===== src/rtl/gmii_rate_adapter.sv =====
module gmii_rate_adapter #(
  parameter int DW = 8,
  parameter int SLOW_REP = 100,
  parameter int MID_REP = 10
) (
  input  logic          clk,
  input  logic          rst,
  input  logic [1:0]    speed,
  input  logic [DW-1:0] tx_data,
  input  logic          tx_en,
  input  logic          tx_er,
  output logic          tx_ready,
  output logic [DW-1:0] gmii_txd,
  output logic          gmii_tx_en,
  output logic          gmii_tx_er,
  input  logic [DW-1:0] gmii_rxd,
  input  logic          gmii_rx_dv,
  input  logic          gmii_rx_er,
  output logic [DW-1:0] rx_data,
  output logic          rx_dv,
  output logic          rx_er,
  output logic          rx_valid
);
  localparam int CW = $clog2(SLOW_REP);

  function automatic logic [CW-1:0] last_of(input logic [1:0] s);
    case (s)
      2'b00:   return CW'(SLOW_REP - 1);
      2'b01:   return CW'(MID_REP - 1);
      default: return '0;
    endcase
  endfunction

  logic [CW-1:0] tx_cnt, rx_cnt;
  logic [1:0]    tx_spd, rx_spd;

  assign tx_ready = (tx_cnt == '0);
  wire [1:0]    tx_grp  = (tx_ready && !tx_en) ? speed : tx_spd;
  wire [CW-1:0] tx_last = last_of(tx_grp);

  always_ff @(posedge clk) begin
    if (rst) begin
      tx_cnt     <= '0;
      tx_spd     <= speed;
      gmii_txd   <= '0;
      gmii_tx_en <= 1'b0;
      gmii_tx_er <= 1'b0;
    end else begin
      tx_spd <= tx_grp;
      tx_cnt <= (tx_cnt == tx_last) ? '0 : tx_cnt + 1'b1;
      if (tx_ready) begin
        gmii_txd   <= tx_data;
        gmii_tx_en <= tx_en;
        gmii_tx_er <= tx_er;
      end
    end
  end

  wire [CW-1:0] rx_last  = last_of(rx_spd);
  wire          rx_first = gmii_rx_dv && (rx_cnt == '0);

  always_ff @(posedge clk) begin
    if (rst) begin
      rx_cnt   <= '0;
      rx_spd   <= speed;
      rx_data  <= '0;
      rx_dv    <= 1'b0;
      rx_er    <= 1'b0;
      rx_valid <= 1'b0;
    end else begin
      if (!gmii_rx_dv) rx_spd <= speed;
      if (!gmii_rx_dv)            rx_cnt <= '0;
      else if (rx_cnt == rx_last) rx_cnt <= '0;
      else                        rx_cnt <= rx_cnt + 1'b1;
      rx_dv    <= gmii_rx_dv;
      rx_valid <= rx_first;
      if (rx_first) begin
        rx_data <= gmii_rxd;
        rx_er   <= gmii_rx_er;
      end
    end
  end

  // lines change only after an accepting clock
  p_hold_between_accepts_r5: assert property (@(posedge clk) disable iff (rst)
    !tx_ready |=> $stable({gmii_txd, gmii_tx_en, gmii_tx_er}));

  // an accepted byte appears on the next clock
  p_accept_to_line_r2: assert property (@(posedge clk) disable iff (rst)
    tx_ready |=> (gmii_txd == $past(tx_data)) && (gmii_tx_en == $past(tx_en)));

  // a rising data-valid always yields a strobe
  p_start_strobe_r8: assert property (@(posedge clk) disable iff (rst)
    $rose(gmii_rx_dv) |=> rx_valid);

  // the strobe only occurs inside a frame
  p_strobe_in_frame_r7: assert property (@(posedge clk) disable iff (rst)
    rx_valid |-> rx_dv);

  // the strobe lasts one clock unless the factor is 1
  p_strobe_single_r7: assert property (@(posedge clk) disable iff (rst)
    rx_valid && (rx_last != '0) && $stable(rx_spd) |=> !rx_valid || $rose(gmii_rx_dv) || !$past(gmii_rx_dv));
endmodule


===== config.mk =====
export PLATFORM = sky130hd
export DESIGN_NAME = gmii_rate_adapter
export DESIGN_NICKNAME = d
export VERILOG_FILES = /design/src/rtl/gmii_rate_adapter.sv
export SDC_FILE = /design/constraint.sdc
export NUM_CORES = 1
export LEC_CHECK = 0
export BUFFER_PORTS_ARGS = -buffer_cell sky130_fd_sc_hd__buf_4
export CAP_MARGIN = 5
export CORE_UTILIZATION = 30
export DETAILED_ROUTE_END_ITERATION = 10
export HOLD_SLACK_MARGIN = 0.02
export PLACE_DENSITY = 0.5
export SLEW_MARGIN = 15
export SYNTH_ARGS = -nofsm -noshare
export SYNTH_HDL_FRONTEND = slang
export SYNTH_SLANG_ARGS = --single-unit

===== constraint.sdc =====
create_clock -name clk -period 2.95 [get_ports clk]
set_input_delay 0 -clock clk [delete_from_list [all_inputs] [get_ports clk]]
set_output_delay 0 -clock clk [all_outputs]
set_load 0.005 [all_outputs]

==> flow_summary.json, run 1 <==
{
  "place_ws_ps": 863,
  "drtPass1Iterations": 5,
  "insertion_delay_ps": 280,
  "globalplace.congestion": 0.767,
  "crit_path_start_kind": "flip-flop",
  "drt-initial-drc-count": 51,
  "hp-class": "input pin to flip-flop",
  "grt_max_degree": 30,
  "nets": 278,
  "clock-root-buffer": "clkbuf_8",
  "drc_errors": 0,
  "slew-limit-headroom_pct": 39.1,
  "yosys_register_bits": 39,
  "synthTopCellsByCount": "dfxtp_1 (37), nor2_1 (28), nand2_1 (27)",
  "fin_tns_setup_ps": 0,
  "setup_slack_ps": 848,
  "die-area_um2": 5900,
  "cap_viol_max_count": 0,
  "power.density_nw_per_um2": 615,
  "worst_slew_pin_slew_ps": 909,
  "regArea_um2": 801,
  "status": "finished, final reports clean",
  "nFillCells": 544,
  "grt_overflow_total": 0,
  "htree_num_levels": 2,
  "end_kind": "flip-flop",
  "leakage_nw": 1.00,
  "syn_area_per_cell_um2": 9.13,
  "irDropWorstVdd_mv": 0.306,
  "ys_seq_area_share_pct": 47.7,
  "grt_pass1_wl_mm": 6.73,
  "synth-edff-count": 2,
  "initial_core_util_pct": 32.1,
  "synth_compound_area_share_pct": 10.3,
  "wl_per_cell_um": 12.2,
  "ys_types": 38,
  "crit_fanout": 6,
  "yosysWarnings": 0,
  "ant_nets": 0,
  "track_usage_pct": 14.3,
  "synth_top_area_share_pct": 44.1,
  "yosysMostFrequentCell": "dfxtp_1",
  "synthAdderAreaFrac_pct": 2.98,
  "final_max_slew_viol_count": 0,
  "timing.fmax_ghz": 0.476,
  "numCtsBuffers": 5,
  "multiInputGateArea_um2": 812,
  "diodes": 0,
  "num_vias": 1485,
  "cts.sinks": 39,
  "yosys-top-cells-area": "dfxtp_1 (44%), nor2_1 (6.3%), nand2_1 (6.0%), mux2i_1 (5.4%), a311oi_1 (3.6%)",
  "synth_top_family_by_area": "simple AND/OR/NAND/NOR gates",
  "port_buffers": 45,
  "ctsResizeCount": 0,
  "synthToLayoutAreaGrowth_pct": 42.4,
  "syn-num-nets": 212,
  "first_global_vias": 1463,
  "synth-simple-area-share_pct": 21.3,
  "rsz0062_at_grt": "false",
  "synthArstFlopShare_pct": 0,
  "synthMuxAreaShare_pct": 8.27,
  "via_per_inst": 4.63,
  "synth_top_area_cell": "dfxtp_1",
  "fin_crit_sh_pct": 71.3,
  "max-clock-path-buffers": 2,
  "synth_ff_type": "dfxtp_1",
  "die_y_um": 76.8,
  "core_area_um2": 5240,
  "critPathKind": "flip-flop to flip-flop",
  "hold_violations": 0,
  "dpl.hpwl_mm": 2.64,
  "required_ps": 3140,
  "clkTransAtPathRegs_ps": 70,
  "skew_ps": 4.71,
  "num_rows": 26,
  "synthXorXnorAreaFrac_pct": 5.21,
  "die_x_um": 76.8,
  "io_pins": 46,
  "layout-drive-gt1-share_pct": 24.3,
  "power_w": 0.00147,
  "cp.arrival_ps": 2300,
  "postSynthCellCount": 184,
  "antenna_found_initial": 0,
  "cts_setup_buffers": 0,
  "synth_area_um2": 1680,
  "cts_tree": "yes",
  "wirelength_mm": 3.91,
  "post-route-min-period_ps": 2100,
  "final-setup-viol-count": 0
}
cell usage in the layout, fill, tap and decap left out, types with 2 or more instances in the layout:
master	n
a2111oi_0	2
a21oi_1	10
a311oi_1	7
buf_4	45
clkbuf_8	7
dfxtp_1	37
dlygate4sd3_1	22
edfxtp_1	2
ha_1	4
inv_1	9
mux2_2	2
mux2i_1	9
nand2_1	27
nand3_1	7
nor2_1	28
nor3_2	2
nor4_1	3
xnor2_1	7
xor2_1	3
sequential cells by signal, summed over array words and instances (netlist names), 2 cells and up:
name,count
gmii_txd,8
rx_cnt,7
rx_data,8
rx_spd,2
tx_cnt,7
tx_spd,2
through the flow:
stage	instances	hold WS [ps]	cell area (um2)	util, %
floorplan	184	98.9	1680	-
global placement	291	211	2070	39.6
detailed placement	291	209	2070	39.6
CTS	321	94.3	2390	45.7
global route	321	103	2390	45.7
finish	321	92.5	2390	45.7
final cells by class:
type / count / share of cell area, %
tap: 70 / 3.66
inverter: 9 / 1.41
multi-input combinational: 128 / 33.9
timing repair buffer: 67 / 23.3
clock buffer: 8 / 4.18
sequential: 39 / 33.5
cell families (layout without fill, tap and decap cells):
logic type               count (synthesis)  after routing
adder cells (fa/ha/maj)                  4              4
multiplexers                            12             12
buffers and inverters                   17             84
XOR/XNOR                                10             10
flip-flops                              39             39
AND/OR/NAND/NOR                         78             78
AO/OA/AOI/OAI                           24             24
power by group:
group | switching (W) | internal [W]
Combinational | 0.000223 | 0.000212
Sequential | 0.0000490 | 0.000597
Clock | 0.000177 | 0.000213
worst paths after layout:
check             startpoint          to  slack [ps]  depth (start not counted)
hold reg to reg   gmii_tx_er  gmii_tx_er         460                          2
setup / recovery   tx_cnt[6]   tx_cnt[3]         850                          5
hold / removal           rst  rx_data[3]          90                          2
setup reg to reg   tx_cnt[6]   tx_cnt[3]         850                          5
routing by layer:
layer,vias to the layer above,track usage (%),wire length [um]
li1,764,-,-
met1,672,17.1,1800
met2,37,24.3,1890
met3,12,3.57,154
met4,0,5.58,64
met5,-,0,0
worst max-delay path: stages, from the launching register on:
cell,delay (ps)
dfxtp_1,350
or4_4,560
nor3_2,240
mux4_1,320
a32o_2,280
a311oi_1,250
what timing repair did:
action,in CTS,in global routing
endpoints found under the setup margin,0,0
hold buffers,22,0
endpoints found under the hold margin,24,0
No activity file was read; power rests on OpenSTA's default activity.
==> inputs of run 2 (changes only) <==
==> constraint.sdc (replaced) <==
create_clock -name clk -period 2.1 [get_ports clk]
set_input_delay 0 -clock clk [delete_from_list [all_inputs] [get_ports clk]]
set_output_delay 0 -clock clk [all_outputs]
set_load 0.005 [all_outputs]
==> run 2 against run 1 <==
  * Maximum frequency rose by 3.7%
  * Critical path type unchanged
  * Sequential power rose by 40%
  * Global-route usage rose by 0.28 points
  * Count of clock-buffer cells in the layout fell by 1
  * Cell count rose by 1.9%
  * Via count rose by 1.1%
  * Die area did not move
  * Final area rose by 2.7%
  * Largest cell class unchanged
==> flow_summary.json, run 2 (synthesis results as in run 1) <==
{
  "crit_fanout": 6,
  "r2r_slack_ps": 70,
  "num_vias": 1501,
  "clock-root-buffer": "clkbuf_8",
  "critPathKind": "flip-flop to flip-flop",
  "nets": 284,
  "min_path_cells": 2,
  "timing.fmax_ghz": 0.493,
  "diodes": 0,
  "hold_violations": 0,
  "die_x_um": 76.8,
  "wirelength_mm": 4.03,
  "drtPass1Iterations": 4,
  "grt_pass1_wl_mm": 6.67,
  "hp-start": "rst",
  "r2r_start": "tx_cnt[4]",
  "skew_ps": 2.95,
  "power_w": 0.00207,
  "cts_tree": "yes",
  "die-area_um2": 5900,
  "first_global_vias": 1426,
  "synthToLayoutAreaGrowth_pct": 46.2,
  "fin_crit_sh_pct": 96.5,
  "power.density_nw_per_um2": 843,
  "end_kind": "flip-flop",
  "crit_start": "tx_cnt[4]",
  "globalplace.congestion": 0.743,
  "crit_path_start_kind": "flip-flop",
  "leakage_nw": 1.03,
  "slew-limit-headroom_pct": 38.1,
  "die_y_um": 76.8,
  "grt_overflow_total": 0,
  "worst_slew_pin_slew_ps": 923,
  "antenna_found_initial": 0,
  "cts.sinks": 39,
  "ant_nets": 0,
  "port_buffers": 45,
  "hp-class": "input pin to flip-flop",
  "wl_per_cell_um": 12.3,
  "via_per_inst": 4.59,
  "status": "finished, final reports clean",
  "final_common_cell": "buf_4",
  "dpl.hpwl_mm": 2.68,
  "final_max_slew_viol_count": 0,
  "io_pins": 46,
  "insertion_delay_ps": 290,
  "place_ws_ps": 72.6,
  "cap_viol_max_count": 0,
  "final_util_pct": 46.9,
  "top_regs": "gmii_txd: 8 flops, rx_data: 8 flops",
  "drt-initial-drc-count": 63,
  "holdPathEnd": "rx_data[6]",
  "r2r_cells": 5,
  "setup_slack_ps": 72.7,
  "post-route-min-period_ps": 2030,
  "initial_core_util_pct": 32.1,
  "rsz0062_at_grt": "true",
  "final-setup-viol-count": 0,
  "numCtsBuffers": 5,
  "core_area_um2": 5240,
  "layout-drive-gt1-share_pct": 28.0,
  "clkTransAtPathRegs_ps": 70,
  "drc_errors": 0,
  "max-clock-path-buffers": 2,
  "grt_max_degree": 30,
  "cp.arrival_ps": 2230,
  "required_ps": 2300,
  "htree_num_levels": 2,
  "irDropWorstVdd_mv": 0.422,
  "track_usage_pct": 14.6,
  "rr_endpoint": "tx_cnt[0]",
  "num_rows": 26,
  "layout_common_cells": "buf_4 (51), dfxtp_1 (36), nor2_1 (28), nand2_1 (27), dlygate4sd3_1 (22)"
}
-- run 2: per-stage QoR --
stage	setup TNS (ps)	area (um2)	std cells	hold slack (ps)
after CTS	0	2420	327	83.4
after global placement	0	2120	297	211
final	0	2460	327	89.8
after detailed placement	0	2120	297	210
after global routing	-64.4	2460	327	86.8
after floorplan	0	1680	184	98.9
-- run 2: how the worst max path moves through the flow --
stage / to / slack, ps / cells past startpoint
global route: tx_cnt[3] / -20 / 5
detailed placement: tx_cnt[3] / 70 / 5
floorplan: tx_cnt[0] / 130 / 6
finish: tx_cnt[0] / 70 / 5
CTS: tx_cnt[3] / 40 / 5
global placement: tx_cnt[6] / 110 / 5
-- run 2: layout make-up --
type,instances,area (um2)
fill,529,2780
clock inverter,1,5.00
sequential,39,802
timing repair buffer,73,603
multi-input combinational,128,850
inverter,9,33.8
clock buffer,7,76.3
tap,70,87.6
-- run 2: timing repair --
item / CTS / global route
endpoints found under the hold margin: 24 / 0
setup buffers: 0 / 0
hold buffers: 22 / 0
setup endpoints to repair: 0 / 6
gates resized for setup: 0 / 7
-- run 2: report_power, final --
| part | switching (W) | internal [W] | total (W) |
|---|---|---|---|
| Sequential | 0.0000633 | 0.000839 | 0.000902 |
| Clock | 0.000255 | 0.000233 | 0.000488 |
| Combinational | 0.000351 | 0.000331 | 0.000682 |
-- run 2: metal layers --
metal	track usage, %	wire, um	up-vias
met1	17.0	1820	693
met2	24.7	2000	27
met5	0	0	-
li1	-	-	776
met3	4.76	147	5
met4	5.19	56	0
-- run 2: worst max-delay path, cell delays in order (launching register included) --
cell      delay [ps]
dfxtp_2          350
or4_4            540
nor3_4           200
mux4_1           290
a32o_2           310
a311oi_1         250
